==> src/rtl/csr_warl_pkg.sv <==
package csr_warl_pkg;

    localparam int XLEN = 32;

    localparam logic [11:0] ADDR_MSTATUS  = 12'h300;
    localparam logic [11:0] ADDR_MISA     = 12'h301;
    localparam logic [11:0] ADDR_CNT_BLK  = 12'h320;
    localparam logic [11:0] ADDR_DCSR     = 12'h7B0;

    localparam int EVT_FIRST  = 3;
    localparam int MPP_LO     = 11;
    localparam int DPRV_LO    = 0;
    localparam int ISA_B_BIT  = 1;
    localparam int ISA_X_BIT  = 23;

    // MXL=1 (32-bit), C, I, M, U
    localparam logic [XLEN-1:0] ISA_BASE = 32'h4010_1104;

    typedef logic [1:0] priv_t;
    localparam priv_t PRIV_USER = 2'b00;
    localparam priv_t PRIV_MACH = 2'b11;

    typedef enum logic [2:0] {
        SEL_NONE,
        SEL_STATUS,
        SEL_ISA,
        SEL_INHIBIT,
        SEL_EVENT,
        SEL_DEBUG
    } csr_sel_e;

    function automatic priv_t legalize_priv(input priv_t req);
        return (req == PRIV_MACH) ? PRIV_MACH : PRIV_USER;
    endfunction

endpackage

==> src/rtl/csr_addr_decode.sv <==
module csr_addr_decode
    import csr_warl_pkg::*;
#(
    parameter int N_HPM = 4
) (
    input  logic [11:0] addr_i,
    output csr_sel_e    sel_o,
    output logic [4:0]  evt_idx_o,
    output logic        illegal_o
);

    localparam int EVT_LAST = EVT_FIRST + N_HPM - 1;

    always_comb begin
        sel_o     = SEL_NONE;
        evt_idx_o = addr_i[4:0];
        if (addr_i == ADDR_MSTATUS) begin
            sel_o = SEL_STATUS;
        end else if (addr_i == ADDR_MISA) begin
            sel_o = SEL_ISA;
        end else if (addr_i == ADDR_DCSR) begin
            sel_o = SEL_DEBUG;
        end else if (addr_i[11:5] == ADDR_CNT_BLK[11:5]) begin
            if (addr_i[4:0] == 5'd0) begin
                sel_o = SEL_INHIBIT;
            end else if (int'(addr_i[4:0]) >= EVT_FIRST &&
                         int'(addr_i[4:0]) <= EVT_LAST) begin
                sel_o = SEL_EVENT;
            end
        end
    end

    assign illegal_o = (sel_o == SEL_NONE);

endmodule

==> src/rtl/csr_event_bank.sv <==
module csr_event_bank
    import csr_warl_pkg::*;
#(
    parameter int N_HPM = 4,
    parameter int EVT_W = 16
) (
    input  logic             clk_i,
    input  logic             rst_ni,
    input  logic             we_i,
    input  logic [4:0]       idx_i,
    input  logic [EVT_W-1:0] wdata_i,
    output logic [XLEN-1:0]  rdata_o
);

    typedef struct packed {
        logic [N_HPM-1:0][EVT_W-1:0] sel;
    } evt_state_t;

    evt_state_t st_d, st_q;
    logic [N_HPM-1:0][EVT_W-1:0] rst_val;

    for (genvar g = 0; g < N_HPM; g++) begin : g_rst
        assign rst_val[g] = EVT_W'(1) << g;
    end

    always_comb begin
        st_d    = st_q;
        rdata_o = '0;
        for (int i = 0; i < N_HPM; i++) begin
            if (int'(idx_i) == i + EVT_FIRST) begin
                rdata_o = XLEN'(st_q.sel[i]);
                if (we_i) begin
                    st_d.sel[i] = wdata_i;
                end
            end
        end
    end

    always_ff @(posedge clk_i or negedge rst_ni) begin
        if (!rst_ni) begin
            st_q.sel <= rst_val;
        end else begin
            st_q <= st_d;
        end
    end

endmodule

==> src/rtl/csr_warl_regs.sv <==
module csr_warl_regs
    import csr_warl_pkg::*;
#(
    parameter int N_HPM = 4
) (
    input  logic            clk_i,
    input  logic            rst_ni,
    input  logic            we_i,
    input  csr_sel_e        sel_i,
    input  logic [XLEN-1:0] wdata_i,
    output logic [XLEN-1:0] inhibit_o,
    output priv_t           mpp_o,
    output priv_t           dprv_o
);

    localparam logic [63:0] SPAN     = (64'(1) << (EVT_FIRST + N_HPM)) - 64'(1);
    localparam logic [XLEN-1:0] INH_MASK = SPAN[XLEN-1:0] & ~XLEN'(2);

    typedef struct packed {
        logic [XLEN-1:0] inhibit;
        priv_t           mpp;
        priv_t           dprv;
    } reg_state_t;

    reg_state_t st_d, st_q;

    always_comb begin
        st_d = st_q;
        if (we_i) begin
            unique case (sel_i)
                SEL_INHIBIT: st_d.inhibit = wdata_i & INH_MASK;
                SEL_STATUS:  st_d.mpp     = legalize_priv(wdata_i[MPP_LO+:2]);
                SEL_DEBUG:   st_d.dprv    = legalize_priv(wdata_i[DPRV_LO+:2]);
                default:     ;
            endcase
        end
    end

    always_ff @(posedge clk_i or negedge rst_ni) begin
        if (!rst_ni) begin
            st_q.inhibit <= '0;
            st_q.mpp     <= PRIV_MACH;
            st_q.dprv    <= PRIV_MACH;
        end else begin
            st_q <= st_d;
        end
    end

    assign inhibit_o = st_q.inhibit;
    assign mpp_o     = st_q.mpp;
    assign dprv_o    = st_q.dprv;

endmodule

==> src/rtl/csr_warl_slice.sv <==
module csr_warl_slice
    import csr_warl_pkg::*;
#(
    parameter int   N_HPM      = 4,
    parameter int   EVT_W      = 16,
    parameter logic BITMANIP_X = 1'b1
) (
    input  logic        clk_i,
    input  logic        rst_ni,
    input  logic [11:0] csr_addr_i,
    input  logic [31:0] csr_wdata_i,
    input  logic        csr_we_i,
    output logic [31:0] csr_rdata_o,
    output logic        csr_illegal_o
);

    localparam logic [XLEN-1:0] ISA_VAL =
        (ISA_BASE | (XLEN'(BITMANIP_X) << ISA_X_BIT)) & ~(XLEN'(1) << ISA_B_BIT);

    csr_sel_e        sel;
    logic [4:0]      evt_idx;
    logic            illegal;
    logic            wr_ok;
    logic [XLEN-1:0] evt_rdata;
    logic [XLEN-1:0] inhibit;
    priv_t           mpp;
    priv_t           dprv;

    csr_addr_decode #(.N_HPM(N_HPM)) u_dec (
        .addr_i    (csr_addr_i),
        .sel_o     (sel),
        .evt_idx_o (evt_idx),
        .illegal_o (illegal)
    );

    assign wr_ok = csr_we_i & ~illegal;

    csr_event_bank #(.N_HPM(N_HPM), .EVT_W(EVT_W)) u_evt (
        .clk_i   (clk_i),
        .rst_ni  (rst_ni),
        .we_i    (wr_ok && sel == SEL_EVENT),
        .idx_i   (evt_idx),
        .wdata_i (csr_wdata_i[EVT_W-1:0]),
        .rdata_o (evt_rdata)
    );

    csr_warl_regs #(.N_HPM(N_HPM)) u_regs (
        .clk_i     (clk_i),
        .rst_ni    (rst_ni),
        .we_i      (wr_ok),
        .sel_i     (sel),
        .wdata_i   (csr_wdata_i),
        .inhibit_o (inhibit),
        .mpp_o     (mpp),
        .dprv_o    (dprv)
    );

    always_comb begin
        unique case (sel)
            SEL_STATUS:  csr_rdata_o = XLEN'(mpp) << MPP_LO;
            SEL_ISA:     csr_rdata_o = ISA_VAL;
            SEL_DEBUG:   csr_rdata_o = XLEN'(dprv) << DPRV_LO;
            SEL_INHIBIT: csr_rdata_o = inhibit;
            SEL_EVENT:   csr_rdata_o = evt_rdata;
            default:     csr_rdata_o = '0;
        endcase
    end

    assign csr_illegal_o = illegal;

endmodule

==> config.mk <==
export PLATFORM = sky130hd
export DESIGN_NAME = csr_warl_slice
export DESIGN_NICKNAME = d
export VERILOG_FILES = /design/src/rtl/csr_warl_pkg.sv /design/src/rtl/csr_addr_decode.sv /design/src/rtl/csr_event_bank.sv /design/src/rtl/csr_warl_regs.sv /design/src/rtl/csr_warl_slice.sv
export SDC_FILE = /design/constraint.sdc
export NUM_CORES = 1
export LEC_CHECK = 0
export BUFFER_PORTS_ARGS = -buffer_cell sky130_fd_sc_hd__buf_2
export CORE_MARGIN = 5
export CORE_UTILIZATION = 45
export CTS_BUF_LIST = sky130_fd_sc_hd__clkbuf_4 sky130_fd_sc_hd__clkbuf_8
export CTS_CLUSTER_DIAMETER = 100
export DETAILED_ROUTE_END_ITERATION = 10
export GPL_TIMING_DRIVEN = 0
export PLACE_DENSITY = 0.74
export REMOVE_ABC_BUFFERS = 1
export SYNTH_ARGS = -nofsm -noshare
export SYNTH_HDL_FRONTEND = slang
export SYNTH_HIERARCHICAL = 1
export SYNTH_SLANG_ARGS = --single-unit
==> constraint.sdc <==
create_clock -name clk_i -period 3.32 [get_ports clk_i]
set_input_delay 0.664 -clock clk_i [delete_from_list [all_inputs] [get_ports clk_i]]
set_output_delay 0.664 -clock clk_i [all_outputs]
set_load 0.03 [all_outputs]
==> flow_summary.yaml, run 1 <==
synthesis:
  syn_area_um2: 4627
  synthDistinctLibCells: 51
  ys_seq_area_share_pct: 39.10
  ys.flop_type: "dfrtp_1"
  synth_seq_cells: 72
  yosysWarningCount: 6
  synth_edf_count: 0
  syn-instance-count: 411
  async_flop_share_pct: 100.0
  syn_avg_cell_area_um2: 11.26
drt:
  wire_per_inst_um: 18.04
  antenna_left: 0
  vias: 3281
  routed_wl_um: 10950
  drcViolationCount: 0
  drt-initial-drc-count: 232
  via_per_inst: 5.405
  firstDrtPassIters: 5
power_and_ir_drop:
  power.leakage_nw: 2.618
  vdd_drop_max_v: 0.0002481
  p_per_area_nw_per_um2: 335.7
  power.total_mw: 1.825
timing:
  finalCriticalPeriod_ns: 3.345
  relSlewSlack_pct: 38.34
  final.setup.tns_ns: -0.02517
  tightest_slew_ns: 0.9249
  holdWs_ns: 0.4386
  final.setup_skew_ns: 0
  setup_viol: 1
  grt_setup_unrepaired: "yes"
  fmax_ghz: 0.2989
  fin_crit_sh_pct: 100.8
  drv_slew: 0
  fin_ws_ns: -0.02517
  hold_viol: 0
global_routing:
  grt_usage_pct: 17.29
  grt_pass1_wl_um: 17280
  antenna_found_initial: 1
  overflow: 0
  grt_max_degree: 73
  grt_pass1_vias: 3334
critical_path:
  crit_path_start: "csr_addr_i[7]"
  critPathArrivalTime_ns: 2.68
  ff2ff_path_depth: 1
  r2r_setup_slack_ns: 2.50
  crit_path_end_kind: "primary output"
  rr_startpoint: "u_evt/st_q[38]"
  path_max_fanout: 3
  reg2reg_to: "u_evt/st_q[38]"
  critPathLaunchType: "input port"
  crit_required_ns: 2.66
  critPathKind: "input port to primary output"
  crit_end: "csr_rdata_o[12]"
cts:
  clock_sinks: 72
  cts_made_buffers: 9
  cts_htree_levels: 3
  holdBufCountCts: 0
  cts_tree: "built"
  cts-root-buf: "clkbuf_8"
  path_clk_slew_ns: 0.08
  clk_path_buf_depth: 2
  clk_latency_ns: 0.35
placed_design:
  detailedPlace.worstSlack_ns: -1.325
  place.gp.congestion: 0.7545
  port_buffers: 50
  place_hpwl_um: 6378
floorplan:
  die_x_um: 111.4
  core_um2: 10180
  fp.dieArea_um2: 12410
  start_util_pct: 45.43
  io_pins: 80
  rows: 37
  die_h_um: 111.4
layout:
  n_antenna_cell: 0
  drive_above_1_share_pct: 43.10
  final_cell_mix: "dfrtp_1, mux2_2, a22o_1, conb_1, buf_2"
  final.fill_count: 877
  finalNetCount: 513
  layout_commonest_cell: "dfrtp_1"
  synthToLayoutAreaGrowth_pct: 17.52
run:
  maxCapViolations: 0
status:
  status: "finished, violations left"
  violations: "setup timing"
worst_hold_path:
  hold_class: "input port to asynchronous set/reset pin"
repair_timing:
item                                    CTS  global route
endpoints found under the setup margin   83            67
cloned                                    1             2
setup buffers                            15            11
pin swaps                                 6            16
resized for setup                        38            31
cell usage after synthesis (2+ instances only):
| cell type | instances | share of area (%) |
|---|---|---|
| o32ai_2 | 10 | 3.5 |
| nor4bb_1 | 2 | 0.43 |
| nand2b_1 | 7 | 0.95 |
| and3b_1 | 2 | 0.38 |
| mux2i_1 | 4 | 0.87 |
| o21ai_0 | 17 | 1.8 |
| mux2_2 | 65 | 16 |
| buf_4 | 53 | 8.6 |
| buf_2 | 9 | 0.97 |
| nand2_1 | 4 | 0.32 |
| and4bb_2 | 2 | 0.54 |
| o32ai_1 | 6 | 1.1 |
| nor3b_1 | 18 | 2.9 |
| a22o_1 | 43 | 8.1 |
| dfrtp_1 | 66 | 36 |
| o2bb2ai_1 | 3 | 0.57 |
| buf_6 | 8 | 1.9 |
| nor2b_1 | 4 | 0.54 |
| inv_1 | 20 | 1.6 |
| xnor2_1 | 2 | 0.38 |
| or2_1 | 2 | 0.27 |
| conb_1 | 2 | 0.16 |
| clkbuf_1 | 6 | 0.49 |
| dfstp_2 | 6 | 3.4 |
| mux2_1 | 6 | 1.5 |
| nor2_1 | 19 | 1.5 |
where the power goes:
part	total, mW	switching, mW	leakage, nW	internal (mW)
clock network	0.802	0.327	0.117	0.475
registers	0.877	0.00000158	0.985	0.877
logic	0.146	0.0946	1.52	0.0519
per-stage QoR:
step	cell area (um2)	util, %	instances
detailed placement	4696	46.11	562
global route	5438	53.39	607
global placement	4638	45.54	560
CTS	5195	51.01	594
finish	5438	53.39	607
floorplan	4218	-	374
per-layer routing:
metal	global-route usage [%]	wire, um
met1	22.18	4662
met3	4.185	862
met4	5.677	123
met2	28.83	5295
met5	0	7
state kept, by name, indices dropped and copies added, names as in the netlist:
signal and flops:
u_regs/mpp_o 1, u_regs/inhibit_o 6, u_evt/st_q 64, u_regs/dprv_o 1
layout make-up:
| class | count | area (um2) | area share (%) |
|---|---|---|---|
| repair buffers | 80 | 689.4 | 12.68 |
| inverters | 20 | 75.07 | 1.381 |
| clock inverters | 4 | 76.32 | 1.404 |
| well taps | 136 | 170.2 | 3.129 |
| multi-input cells | 283 | 2459 | 45.21 |
| flip-flops and latches | 72 | 1809 | 33.27 |
| clock buffers | 12 | 158.9 | 2.922 |
worst min path at each step:
stage / startpoint / to / slack, ns / cells after the start
final: rst_ni / u_evt/st_q[9] / 0.44 / 1
after global routing: rst_ni / u_evt/st_q[9] / 0.51 / 1
after detailed placement: u_regs/mpp_o[0] / u_regs/mpp_o[0] / 0.47 / 2
after CTS: rst_ni / u_evt/st_q[54] / 0.47 / 1
after floorplan: rst_ni / u_evt/st_q[10] / 0.37 / 0
after global placement: u_regs/mpp_o[0] / u_regs/mpp_o[0] / 0.46 / 2
logic make-up (layout without fill, tap and decap cells):
logic type	Yosys count	count (layout)	share of synthesized area, %
AOI/OAI and AO/OA	85	85	16.31
xor gates and xnor gates	2	2	0.3787
DFF	72	72	39.10
buffers and inverters	97	116	13.71
muxes	75	75	18.14
and+or+nand+nor	78	79	12.20
other	2	42	0.1623
critical path: stages:
cell	delay [ns]
buf_6	0.09
or3_4	0.39
or2_4	0.27
nor4_4	0.32
buf_4	0.19
nor4bb_1	0.05
or4_1	0.54
buf_6	0.16
(Power assumes the default switching activity.)
==> run 2, diff against run 1 <==
--- a/config.mk
+++ b/config.mk
@@ -14,6 +14,7 @@
 export GPL_TIMING_DRIVEN = 0
 export PLACE_DENSITY = 0.74
 export REMOVE_ABC_BUFFERS = 1
+export SETUP_SLACK_MARGIN = 0.2
 export SYNTH_ARGS = -nofsm -noshare
 export SYNTH_HDL_FRONTEND = slang
 export SYNTH_HIERARCHICAL = 1
==> flow_summary.yaml, run 2 (synthesis results as in run 1) <==
critical_path:
  critPathKind: "input port to primary output"
  cpMostUsedCell: "buf_6"
  rr_startpoint: "u_regs/dprv_o[0]"
  critPathLaunchType: "input port"
  crit_path_start: "csr_addr_i[7]"
  ff2ff_path_depth: 2
  crit_required_ns: 2.66
  reg2reg_to: "u_regs/dprv_o[0]"
  path_cells: "buf_6 > or3_4 > or2_4 > nor4_4 > buf_4 > nor4bb_4 > or4_4 > buf_6"
  critPathArrivalTime_ns: 2.67
  crit_path_end_kind: "primary output"
  path_max_fanout: 4
  r2r_setup_slack_ns: 2.50
  cp_slowest_cell: "or4_4"
  slowest_delay_ns: 0.53
cts:
  clk_latency_ns: 0.35
  cts-root-buf: "clkbuf_8"
  clock_sinks: 72
  holdBufCountCts: 0
  cts_tree: "built"
  cts_htree_levels: 3
  cts_made_buffers: 9
  clk_path_buf_depth: 2
  path_clk_slew_ns: 0.08
timing:
  final.setup_skew_ns: 0
  finalCriticalPeriod_ns: 3.335
  tightest_slew_ns: 0.9015
  drv_slew: 0
  fin_ws_ns: -0.01535
  hold_viol: 0
  final.setup.tns_ns: -0.01535
  grt_setup_unrepaired: "yes"
  setup_viol: 1
  fin_crit_sh_pct: 100.5
  fmax_ghz: 0.2998
  relSlewSlack_pct: 39.90
run:
  maxCapViolations: 0
global_routing:
  overflow: 0
  grt_pass1_vias: 3353
  antenna_found_initial: 1
  grt_usage_pct: 17.56
  grt_pass1_wl_um: 17510
  grt_max_degree: 73
drt:
  antenna_left: 0
  vias: 3354
  drcViolationCount: 0
  firstDrtPassIters: 5
  routed_wl_um: 11430
  wire_per_inst_um: 18.74
  drt-initial-drc-count: 210
  via_per_inst: 5.498
layout:
  finalNetCount: 516
  synthToLayoutAreaGrowth_pct: 20.47
  final.fill_count: 834
  layout_commonest_cell: "dfrtp_1"
  n_antenna_cell: 0
  fin_cells: 610
  largest_register_ffs: 64
  top_register: "u_evt/st_q"
  ff_latch_area_um2: 1809
  drive_above_1_share_pct: 44.30
  multiInputGateArea_um2: 2490
  final_cell_mix: "dfrtp_1, mux2_2, a22o_1, conb_1, buf_6"
floorplan:
  io_pins: 80
  core_um2: 10180
  fp.dieArea_um2: 12410
  die_x_um: 111.4
  start_util_pct: 45.43
  die_h_um: 111.4
  rows: 37
worst_hold_path:
  hold_class: "input port to asynchronous set/reset pin"
placed_design:
  placed_cells_incl_taps: 562
  place_hpwl_um: 6378
  port_buffers: 50
  place.gp.congestion: 0.7545
  detailedPlace.worstSlack_ns: -1.325
power_and_ir_drop:
  power.leakage_nw: 2.671
  vdd_drop_max_v: 0.0002475
  p_per_area_nw_per_um2: 329.1
status:
  status: "finished, violations left"
  violations: "setup timing"
-- run 2: final cells by class --
type	count	area share, %
Clock buffer	12	2.851
Inverter	20	1.347
Clock inverter	4	1.369
Tap cell	136	3.053
Timing Repair Buffer	83	14.25
Sequential cell	72	32.46
Multi-Input combinational cell	283	44.67
-- run 2: worst max-delay path by stage --
| stage | endpoint | slack (ns) | cells past startpoint |
|---|---|---|---|
| floorplan | csr_rdata_o[3] | -0.94 | 4 |
| global placement | u_evt/st_q[3] | -2.44 | 8 |
| detailed placement | u_evt/st_q[9] | -1.32 | 10 |
| CTS | csr_rdata_o[12] | -0.001 | 8 |
| global route | csr_rdata_o[12] | -0.08 | 8 |
| finish | csr_rdata_o[12] | -0.02 | 8 |
-- run 2: layer usage --
layer  vias to the layer above  part of all wire, %  GRT usage (%)
li1                       1527                    -              -
met1                      1678                   41          22.49
met2                       131                   50          29.63
met3                        16                  7.3          4.076
met4                         2                  1.3          5.353
met5                         -                0.061              0
-- run 2: where the power goes --
| part | leakage (nW) | switching, mW | internal, mW |
|---|---|---|---|
| Sequential | 0.985 | 0.00000153 | 0.877 |
| Combinational | 1.57 | 0.0968 | 0.0585 |
| Clock | 0.117 | 0.327 | 0.475 |
-- run 2: through the flow --
step	instance area [um2]	util (%)	power, mW	hold slack [ns]
floorplan	4218	-	0.9436	0.3684
global placement	4638	45.54	1.015	0.4576
detailed placement	4696	46.11	1.021	0.4718
CTS	5363	52.65	1.836	0.4723
global route	5574	54.73	1.906	0.5127
finish	5574	54.73	1.835	0.4384
-- run 2: repair_timing --
action | in CTS | in global routing
setup endpoints to repair | 83 | 83
pin swaps | 17 | 9
gates resized for setup | 66 | 24
gates cloned | 2 | 1
endpoints found under the hold margin | 0 | 0
buffers inserted | 18 | 11
-- run 2: worst max-delay path, delay by kind of cell --
kind,cells,cell delay (ns)
buf+inv,3,0.44
simple gates,5,1.56
